## src/rtl/disp_regs_pkg.sv

```systemverilog
package disp_regs_pkg;
  localparam logic [31:0] ID_V0 = 32'h9000_0000;
  localparam logic [31:0] ID_V1 = 32'h9000_0001;
  localparam logic [31:0] ID_V2 = 32'h9000_0002;

  localparam logic [31:0] IX_ID       = 32'd0;
  localparam logic [31:0] IX_ENABLE   = 32'd1;
  localparam logic [31:0] IX_WIDTH    = 32'd2;
  localparam logic [31:0] IX_HEIGHT   = 32'd3;
  localparam logic [31:0] IX_MAXW     = 32'd4;
  localparam logic [31:0] IX_MAXH     = 32'd5;
  localparam logic [31:0] IX_DEPTH    = 32'd6;
  localparam logic [31:0] IX_BPP      = 32'd7;
  localparam logic [31:0] IX_PITCH    = 32'd12;
  localparam logic [31:0] IX_CAPS     = 32'd17;
  localparam logic [31:0] IX_CFGDONE  = 32'd20;
  localparam logic [31:0] IX_SYNC     = 32'd21;
  localparam logic [31:0] IX_CUR_ID   = 32'd24;
  localparam logic [31:0] IX_CUR_X    = 32'd25;
  localparam logic [31:0] IX_CUR_Y    = 32'd26;
  localparam logic [31:0] IX_CUR_ON   = 32'd27;
  localparam logic [31:0] IX_LAST_REG = 32'd32;
  localparam logic [31:0] PAL_BASE    = 32'd1024;
  localparam logic [31:0] PAL_END     = 32'd1792;
  localparam logic [31:0] SCR_BASE    = 32'd1792;

  localparam logic [31:0] CAP_BASIC  = 32'h0000_0003;
  localparam logic [31:0] CAP_CURSOR = 32'h0000_00E0;

  typedef enum logic [1:0] {
    PORT_INDEX = 2'd0,
    PORT_VALUE = 2'd1,
    PORT_FW    = 2'd2,
    PORT_NONE  = 2'd3
  } port_e;

  typedef enum logic [1:0] {WIN_REG, WIN_PAL, WIN_SCR, WIN_BAD} win_e;

  function automatic win_e classify(input logic [31:0] ix, input logic [31:0] scr_words);
    if (ix <= IX_LAST_REG) return WIN_REG;
    else if (ix >= PAL_BASE && ix < PAL_END) return WIN_PAL;
    else if (ix >= SCR_BASE && ix < SCR_BASE + scr_words) return WIN_SCR;
    else return WIN_BAD;
  endfunction
endpackage

```

## src/rtl/disp_port_if.sv

```systemverilog
module disp_port_if
  import disp_regs_pkg::*;
(
  input  logic        clk_i,
  input  logic        rst_ni,
  input  logic        wr_en_i,
  input  logic        rd_en_i,
  input  logic [1:0]  port_i,
  input  logic [31:0] wdata_i,
  input  logic [31:0] value_rdata_i,
  output logic [31:0] index_o,
  output logic        val_wr_o,
  output logic        val_rd_o,
  output logic [31:0] rdata_o,
  output logic        rvalid_o
);
  logic [31:0] index_q, rdata_q;
  logic        rvalid_q;

  assign val_wr_o = wr_en_i && (port_e'(port_i) == PORT_VALUE);
  assign val_rd_o = rd_en_i && (port_e'(port_i) == PORT_VALUE);
  assign index_o  = index_q;
  assign rdata_o  = rdata_q;
  assign rvalid_o = rvalid_q;

  always_ff @(posedge clk_i or negedge rst_ni) begin
    if (!rst_ni) begin
      index_q  <= '0;
      rdata_q  <= '0;
      rvalid_q <= 1'b0;
    end else begin
      rvalid_q <= rd_en_i;
      if (wr_en_i && port_e'(port_i) == PORT_INDEX) index_q <= wdata_i;
      if (rd_en_i) begin
        unique case (port_e'(port_i))
          PORT_INDEX: rdata_q <= index_q;
          PORT_VALUE: rdata_q <= value_rdata_i;
          PORT_FW:    rdata_q <= '0;
          default:    rdata_q <= '1;
        endcase
      end
    end
  end

  p_undecoded_ones_r1: assert property (@(posedge clk_i) disable iff (!rst_ni)
    (rd_en_i && port_i == 2'd3) |=> (rvalid_o && rdata_o == 32'hFFFF_FFFF));
  p_read_latency_r1: assert property (@(posedge clk_i) disable iff (!rst_ni)
    rd_en_i |=> rvalid_o);
endmodule

```

## src/rtl/disp_cfg_regs.sv

```systemverilog
module disp_cfg_regs
  import disp_regs_pkg::*;
#(
  parameter int unsigned MAX_W = 2368,
  parameter int unsigned MAX_H = 1770,
  parameter int unsigned DEPTH = 32,
  parameter int unsigned DEF_W = 640,
  parameter int unsigned DEF_H = 480
) (
  input  logic        clk_i,
  input  logic        rst_ni,
  input  logic [31:0] index_i,
  input  win_e        win_i,
  input  logic        val_wr_i,
  input  logic        val_rd_i,
  input  logic [31:0] wdata_i,
  input  logic        hw_cursor_i,
  output logic [31:0] rdata_o,
  output logic        enable_o,
  output logic        config_o,
  output logic        cursor_on_o,
  output logic        sync_o,
  output logic        bad_o
);
  localparam logic [31:0] MAX_W_L   = 32'(MAX_W);
  localparam logic [31:0] MAX_H_L   = 32'(MAX_H);
  localparam logic [31:0] DEPTH_L   = 32'(DEPTH);
  localparam logic [31:0] DEPTH_RPT = (DEPTH == 32) ? 32'd24 : DEPTH_L;

  logic [31:0] id_q, width_q, height_q, cur_id_q, cur_x_q, cur_y_q;
  logic        enable_q, config_q, cur_on_q, sync_q, bad_q;
  logic        wr_reg;

  assign wr_reg = val_wr_i && (win_i == WIN_REG);

  always_ff @(posedge clk_i or negedge rst_ni) begin
    if (!rst_ni) begin
      id_q     <= ID_V2;
      width_q  <= 32'(DEF_W);
      height_q <= 32'(DEF_H);
      cur_id_q <= '0;
      cur_x_q  <= '0;
      cur_y_q  <= '0;
      enable_q <= 1'b0;
      config_q <= 1'b0;
      cur_on_q <= 1'b0;
      sync_q   <= 1'b0;
      bad_q    <= 1'b0;
    end else begin
      sync_q <= wr_reg && (index_i == IX_SYNC);
      if ((val_wr_i || val_rd_i) && win_i == WIN_BAD) bad_q <= 1'b1;
      if (wr_reg) begin
        case (index_i)
          IX_ID:      if (wdata_i == ID_V0 || wdata_i == ID_V1 || wdata_i == ID_V2) id_q <= wdata_i;
          IX_ENABLE:  enable_q <= |wdata_i;
          IX_WIDTH:   if (wdata_i <= MAX_W_L) width_q <= wdata_i;
          IX_HEIGHT:  if (wdata_i <= MAX_H_L) height_q <= wdata_i;
          IX_CFGDONE: config_q <= |wdata_i;
          IX_CUR_ID:  cur_id_q <= wdata_i;
          IX_CUR_X:   cur_x_q <= wdata_i;
          IX_CUR_Y:   cur_y_q <= wdata_i;
          IX_CUR_ON: begin
            if (wdata_i == 32'd1) cur_on_q <= 1'b1;
            else if (wdata_i == 32'd0) cur_on_q <= 1'b0;
          end
          default: ;
        endcase
      end
    end
  end

  always_comb begin
    rdata_o = '0;
    if (win_i == WIN_REG) begin
      case (index_i)
        IX_ID:      rdata_o = id_q;
        IX_ENABLE:  rdata_o = {31'd0, enable_q};
        IX_WIDTH:   rdata_o = width_q;
        IX_HEIGHT:  rdata_o = height_q;
        IX_MAXW:    rdata_o = MAX_W_L;
        IX_MAXH:    rdata_o = MAX_H_L;
        IX_DEPTH:   rdata_o = DEPTH_RPT;
        IX_BPP:     rdata_o = DEPTH_L;
        IX_PITCH:   rdata_o = (DEPTH_L * width_q) >> 3;
        IX_CAPS:    rdata_o = CAP_BASIC | (hw_cursor_i ? CAP_CURSOR : 32'd0);
        IX_CFGDONE: rdata_o = {31'd0, config_q};
        IX_CUR_ID:  rdata_o = cur_id_q;
        IX_CUR_X:   rdata_o = cur_x_q;
        IX_CUR_Y:   rdata_o = cur_y_q;
        IX_CUR_ON:  rdata_o = {31'd0, cur_on_q};
        default:    rdata_o = '0;
      endcase
    end
  end

  assign enable_o    = enable_q;
  assign config_o    = config_q;
  assign cursor_on_o = cur_on_q;
  assign sync_o      = sync_q;
  assign bad_o       = bad_q;

  p_id_legal_r3: assert property (@(posedge clk_i) disable iff (!rst_ni)
    (id_q[31:8] == 24'h90_0000 && id_q[7:0] <= 8'd2));
  p_width_limit_r4: assert property (@(posedge clk_i) disable iff (!rst_ni)
    (width_q <= MAX_W_L && height_q <= MAX_H_L));
  p_cursor_keep_r6: assert property (@(posedge clk_i) disable iff (!rst_ni)
    (wr_reg && index_i == IX_CUR_ON && wdata_i > 32'd1) |=> $stable(cur_on_q));
  p_sync_cause_r11: assert property (@(posedge clk_i) disable iff (!rst_ni)
    sync_q |-> $past(val_wr_i && index_i == IX_SYNC));
  p_bad_sticky_r9: assert property (@(posedge clk_i) disable iff (!rst_ni)
    bad_q |=> bad_q);
endmodule

```

## src/rtl/disp_scratch.sv

```systemverilog
module disp_scratch #(
  parameter int unsigned WORDS = 64
) (
  input  logic        clk_i,
  input  logic        wr_i,
  input  logic [31:0] offs_i,
  input  logic [31:0] wdata_i,
  output logic [31:0] rdata_o
);
  localparam int unsigned AW = (WORDS > 1) ? $clog2(WORDS) : 1;

  logic [31:0] mem_q [WORDS];
  logic        in_range;
  logic [AW-1:0] addr;

  assign in_range = offs_i < 32'(WORDS);
  assign addr     = offs_i[AW-1:0];

  always_ff @(posedge clk_i) begin
    if (wr_i && in_range) mem_q[addr] <= wdata_i;
  end

  assign rdata_o = in_range ? mem_q[addr] : 32'd0;
endmodule

```

## src/rtl/disp_regfile.sv

```systemverilog
module disp_regfile
  import disp_regs_pkg::*;
#(
  parameter int unsigned SCRATCH_WORDS = 64,
  parameter int unsigned WIDTH_RAW     = 2360,
  parameter int unsigned GRANULE       = 16,
  parameter int unsigned MAX_H         = 1770,
  parameter int unsigned DEPTH         = 32
) (
  input  logic        clk_i,
  input  logic        rst_ni,
  input  logic        wr_en_i,
  input  logic        rd_en_i,
  input  logic [1:0]  port_i,
  input  logic [31:0] wdata_i,
  input  logic        hw_cursor_i,
  output logic [31:0] rdata_o,
  output logic        rvalid_o,
  output logic        enable_o,
  output logic        config_o,
  output logic        cursor_on_o,
  output logic        sync_o,
  output logic        bad_reg_o
);
  localparam int unsigned MAX_W = ((WIDTH_RAW + GRANULE - 1) / GRANULE) * GRANULE;

  logic [31:0] index, value_rdata, cfg_rdata, scr_rdata, scr_offs;
  logic        val_wr, val_rd;
  win_e        win;

  assign win      = classify(index, 32'(SCRATCH_WORDS));
  assign scr_offs = index - SCR_BASE;

  disp_port_if u_port (
    .clk_i, .rst_ni, .wr_en_i, .rd_en_i, .port_i, .wdata_i,
    .value_rdata_i(value_rdata), .index_o(index), .val_wr_o(val_wr),
    .val_rd_o(val_rd), .rdata_o, .rvalid_o
  );

  disp_cfg_regs #(.MAX_W(MAX_W), .MAX_H(MAX_H), .DEPTH(DEPTH)) u_cfg (
    .clk_i, .rst_ni, .index_i(index), .win_i(win), .val_wr_i(val_wr),
    .val_rd_i(val_rd), .wdata_i, .hw_cursor_i, .rdata_o(cfg_rdata),
    .enable_o, .config_o, .cursor_on_o, .sync_o, .bad_o(bad_reg_o)
  );

  disp_scratch #(.WORDS(SCRATCH_WORDS)) u_scr (
    .clk_i, .wr_i(val_wr && win == WIN_SCR), .offs_i(scr_offs),
    .wdata_i, .rdata_o(scr_rdata)
  );

  always_comb begin
    case (win)
      WIN_REG: value_rdata = cfg_rdata;
      WIN_SCR: value_rdata = scr_rdata;
      default: value_rdata = '0;
    endcase
  end

  p_pal_no_error_r7: assert property (@(posedge clk_i) disable iff (!rst_ni)
    (!bad_reg_o && (val_wr || val_rd) && win == WIN_PAL) |=> !bad_reg_o);
endmodule

```

## config.mk

```make
export PLATFORM = sky130hd
export DESIGN_NAME = disp_regfile
export DESIGN_NICKNAME = d
export VERILOG_FILES = /design/src/rtl/disp_regs_pkg.sv /design/src/rtl/disp_port_if.sv /design/src/rtl/disp_cfg_regs.sv /design/src/rtl/disp_scratch.sv /design/src/rtl/disp_regfile.sv
export SDC_FILE = /design/constraint.sdc
export NUM_CORES = 2
export LEC_CHECK = 0
export BUFFER_PORTS_ARGS = -buffer_cell sky130_fd_sc_hd__buf_2
export CAP_MARGIN = 30
export CORE_ASPECT_RATIO = 1.25
export CORE_MARGIN = 5
export CORE_UTILIZATION = 45
export DETAILED_ROUTE_END_ITERATION = 6
export MAX_ROUTING_LAYER = met4
export PLACE_DENSITY_LB_ADDON = 0.08
export SLEW_MARGIN = 20
export SYNTH_ARGS = -nofsm -noshare
export SYNTH_HDL_FRONTEND = slang
export SYNTH_SLANG_ARGS = --single-unit
export TNS_END_PERCENT = 20
```

## constraint.sdc

```tcl
create_clock -name clk_i -period 8.7 [get_ports clk_i]
set_input_delay 1.74 -clock clk_i [delete_from_list [all_inputs] [get_ports clk_i]]
set_output_delay 1.74 -clock clk_i [all_outputs]
set_load 0.05 [all_outputs]
```

==> impl_metrics.ini <==
[global_route]
grt_pass1_vias = 46400
grt.overflow.total = 0
antenna_found_initial = 23
grt_pass1_wl_um = 377000
track_usage_pct = 26.7
grt_start_max_net_pins = 171

[clocking]
cts_made_buffers = 223
clockBufferDepth = 3
htreeDepth = 4
postCtsSetupBuffers = 0
cts_tree = built
cts_resized = 0
clkTransAtPathRegs_ns = 0.06
clockRootBuffer = clkbuf_16
cts.sinks = 2310
postCtsHoldBufs = 0
clock_latency_ns = 0.88

[final_layout]
nNetsFinal = 4628
fillers = 15800
fin_util_pct = 51.0
area_delta_synth_final_pct = 12.9
drive_above_1_share_pct = 27.8
largest_reg_flops = 2048
top_register = u_scr.mem_q

[die]
die_width_um = 409
start_util_pct = 45.2
coreArea_um2 = 199000
dieArea_um2 = 208000
io_pins = 77
die-height_um = 509
rows = 183

[timing]
worstMarginPinSlew_ns = 1.12
max_freq_mhz = 209
finalCriticalPeriod_ns = 4.79
finalHoldViolCount = 0
min_period_over_period_pct = 55.1
setup_slack_ns = 3.91
drv_slew = 0
hold_ws_ns = 0.489
skew_ns = 0.0660
setup_viol = 0
totalNegativeSetupSlack_ns = 0
slew_headroom_pct = 25.6
rsz0062_at_grt = no

[min_path]
hp-start = u_cfg.height_q[20]
holdCritPathClass = register to register
hold_path_end = u_cfg.height_q[20]
worstHoldPathCells = 1

[drt]
vias = 46000
wire_per_inst_um = 36.8
post-route-drc-count = 0
ant_nets = 0
drtIter0Drc = 5386
finalWirelength_um = 271000
first_pass_iters = 5
drt-vias-per-instance = 6.25

[critical_path]
end_kind = register
reg2reg_to = u_port.rdata_o[13]
timing.rr.start = u_port.index_o[0]
r2r_cells = 7
critPathMaxFanout = 33
worstPathArrival_ns = 5.50
required_ns = 9.41
r2r_setup_slack_ns = 3.91
worst_setup_path_start_kind = register
crit_type = register to register

[synth]
ys_ff_latch = 2310
synthMostInstantiatedCell = edfxtp_1
async_flop_share_pct = 11.3
synthCells = 4344
syn_avg_cell_area_um2 = 20.6
synthDistinctLibCells = 74
yosysTopAreaCell = edfxtp_1
synth_area_leaders = edfxtp_1 69%, mux4_2 12%, dfrtp_1 7.1%
syn-num-nets = 4383
yosysSeqAreaShare_pct = 75.9
yosys_warnings = 0
synth_common_cells = 2048 x edfxtp_1, 486 x mux4_2, 253 x dfrtp_1, 155 x mux2i_1, 148 x mux2_2
synth_ff_type = edfxtp_1
synth_top_area_share_pct = 68.6
netlist_area_um2 = 89700
synth_edf_count = 2048

[outcome]
outcome = finished clean

[power]
power_frac_comb_pct = 12.2
p_leak_nw = 33.2
finalPower_mw = 24.6
p_per_area_nw_per_um2 = 243
internal_power_mw = 18.3
ir_drop_mv = 0.222
p_clk_share_pct = 38.0
p_seq_share_pct = 49.8
netSwitchingFraction_pct = 25.3
p_switching_mw = 6.23

[place]
pre_cts_slack_ns = 3.77
dpl.hpwl_um = 157000
globalplace.congestion = 0.937
portBuffers = 76

[run]
cap_viol_max_count = 0
==> through the flow <==
| step | instances | instance area, µm² |
|---|---|---|
| 2_1_floorplan | 4344 | 89700 |
| 3_3_place_gp | 6943 | 94100 |
| 3_5_place_dp | 6949 | 94200 |
| 4_1_cts | 7355 | 101000 |
| 5_1_grt | 7364 | 101000 |
| 6_report | 7365 | 101000 |
==> routing by layer <==
metal | vias up | wire length (µm) | track usage (%)
li1 | 18700 | - | -
met1 | 25100 | 108000 | 34.9
met2 | 1837 | 134000 | 42.9
met3 | 405 | 19200 | 4.94
met4 | 0 | 10300 | 8.80
met5 | - | 0 | -
==> worst max-delay path by stage <==
stage / end / startpoint / slack (ns) / cells past startpoint
final: u_port.rdata_o[13] / u_port.index_o[0] / 3.91 / 7
after global routing: u_port.rdata_o[21] / u_port.index_o[3] / 3.85 / 10
after CTS: u_port.rdata_o[21] / u_port.index_o[3] / 3.99 / 10
after detailed placement: u_scr.mem_q[32][11] / port_i[0] / 3.77 / 7
after global placement: u_scr.mem_q[42][13] / port_i[0] / 3.82 / 8
after floorplan: u_scr.mem_q[55][0] / port_i[0] / 3.47 / 5
==> kinds of logic (layout without fill, tap and decap cells) <==
| logic type | Yosys count | count (layout) | share of synthesized area (%) |
|---|---|---|---|
| other | 0 | 5 | 0 |
| multiplexers | 799 | 799 | 15.9 |
| buffers and inverters | 261 | 687 | 1.43 |
| flip-flops | 2310 | 2310 | 75.9 |
| AO/OA/AOI/OAI | 530 | 530 | 4.20 |
| AND/OR/NAND/NOR | 444 | 444 | 2.55 |
==> critical path, cell delays in order, from the launching register on <==
cell and delay, ns:
dfrtp_4 0.82, buf_4 0.68, buf_4 0.59, mux4_2 0.62
a22oi_1 0.39, a21oi_1 0.35, o41ai_1 0.90, a21oi_1 0.17
==> area by class of cell <==
cell class | instances | area (µm²) | area share [%]
Inverter | 5 | 18.8 | 0.0185
Antenna cell | 5 | 12.5 | 0.0124
Multi-Input combinational cell | 1773 | 20900 | 20.6
Tap cell | 2590 | 3240 | 3.20
Sequential cell | 2310 | 68100 | 67.3
Clock buffer | 277 | 5860 | 5.78
Timing Repair Buffer | 276 | 2030 | 2.01
Clock inverter | 129 | 1120 | 1.10
==> cells in the final DEF, fill, tap and decap left out, types with 76 or more instances in the layout <==
cell type     n
clkbuf_16   225
nand2_1      91
buf_2        76
dfrtp_1     249
mux2i_1     155
a22oi_1     136
a21oi_1      94
buf_4       186
edfxtp_1   2048
mux2_2      148
mux4_2      486
==> power groups by stage <==
stage	Combinational (mW)	Sequential (mW)	Clock, mW
finish	2.99	12.2	9.34
floorplan	1.72	12.4	0
global placement	3.02	12.5	0
global route	3.13	12.2	9.96
CTS	3.03	12.2	9.53
detailed placement	3.03	12.5	0
Note: power is estimated with default switching activity, not from simulation.
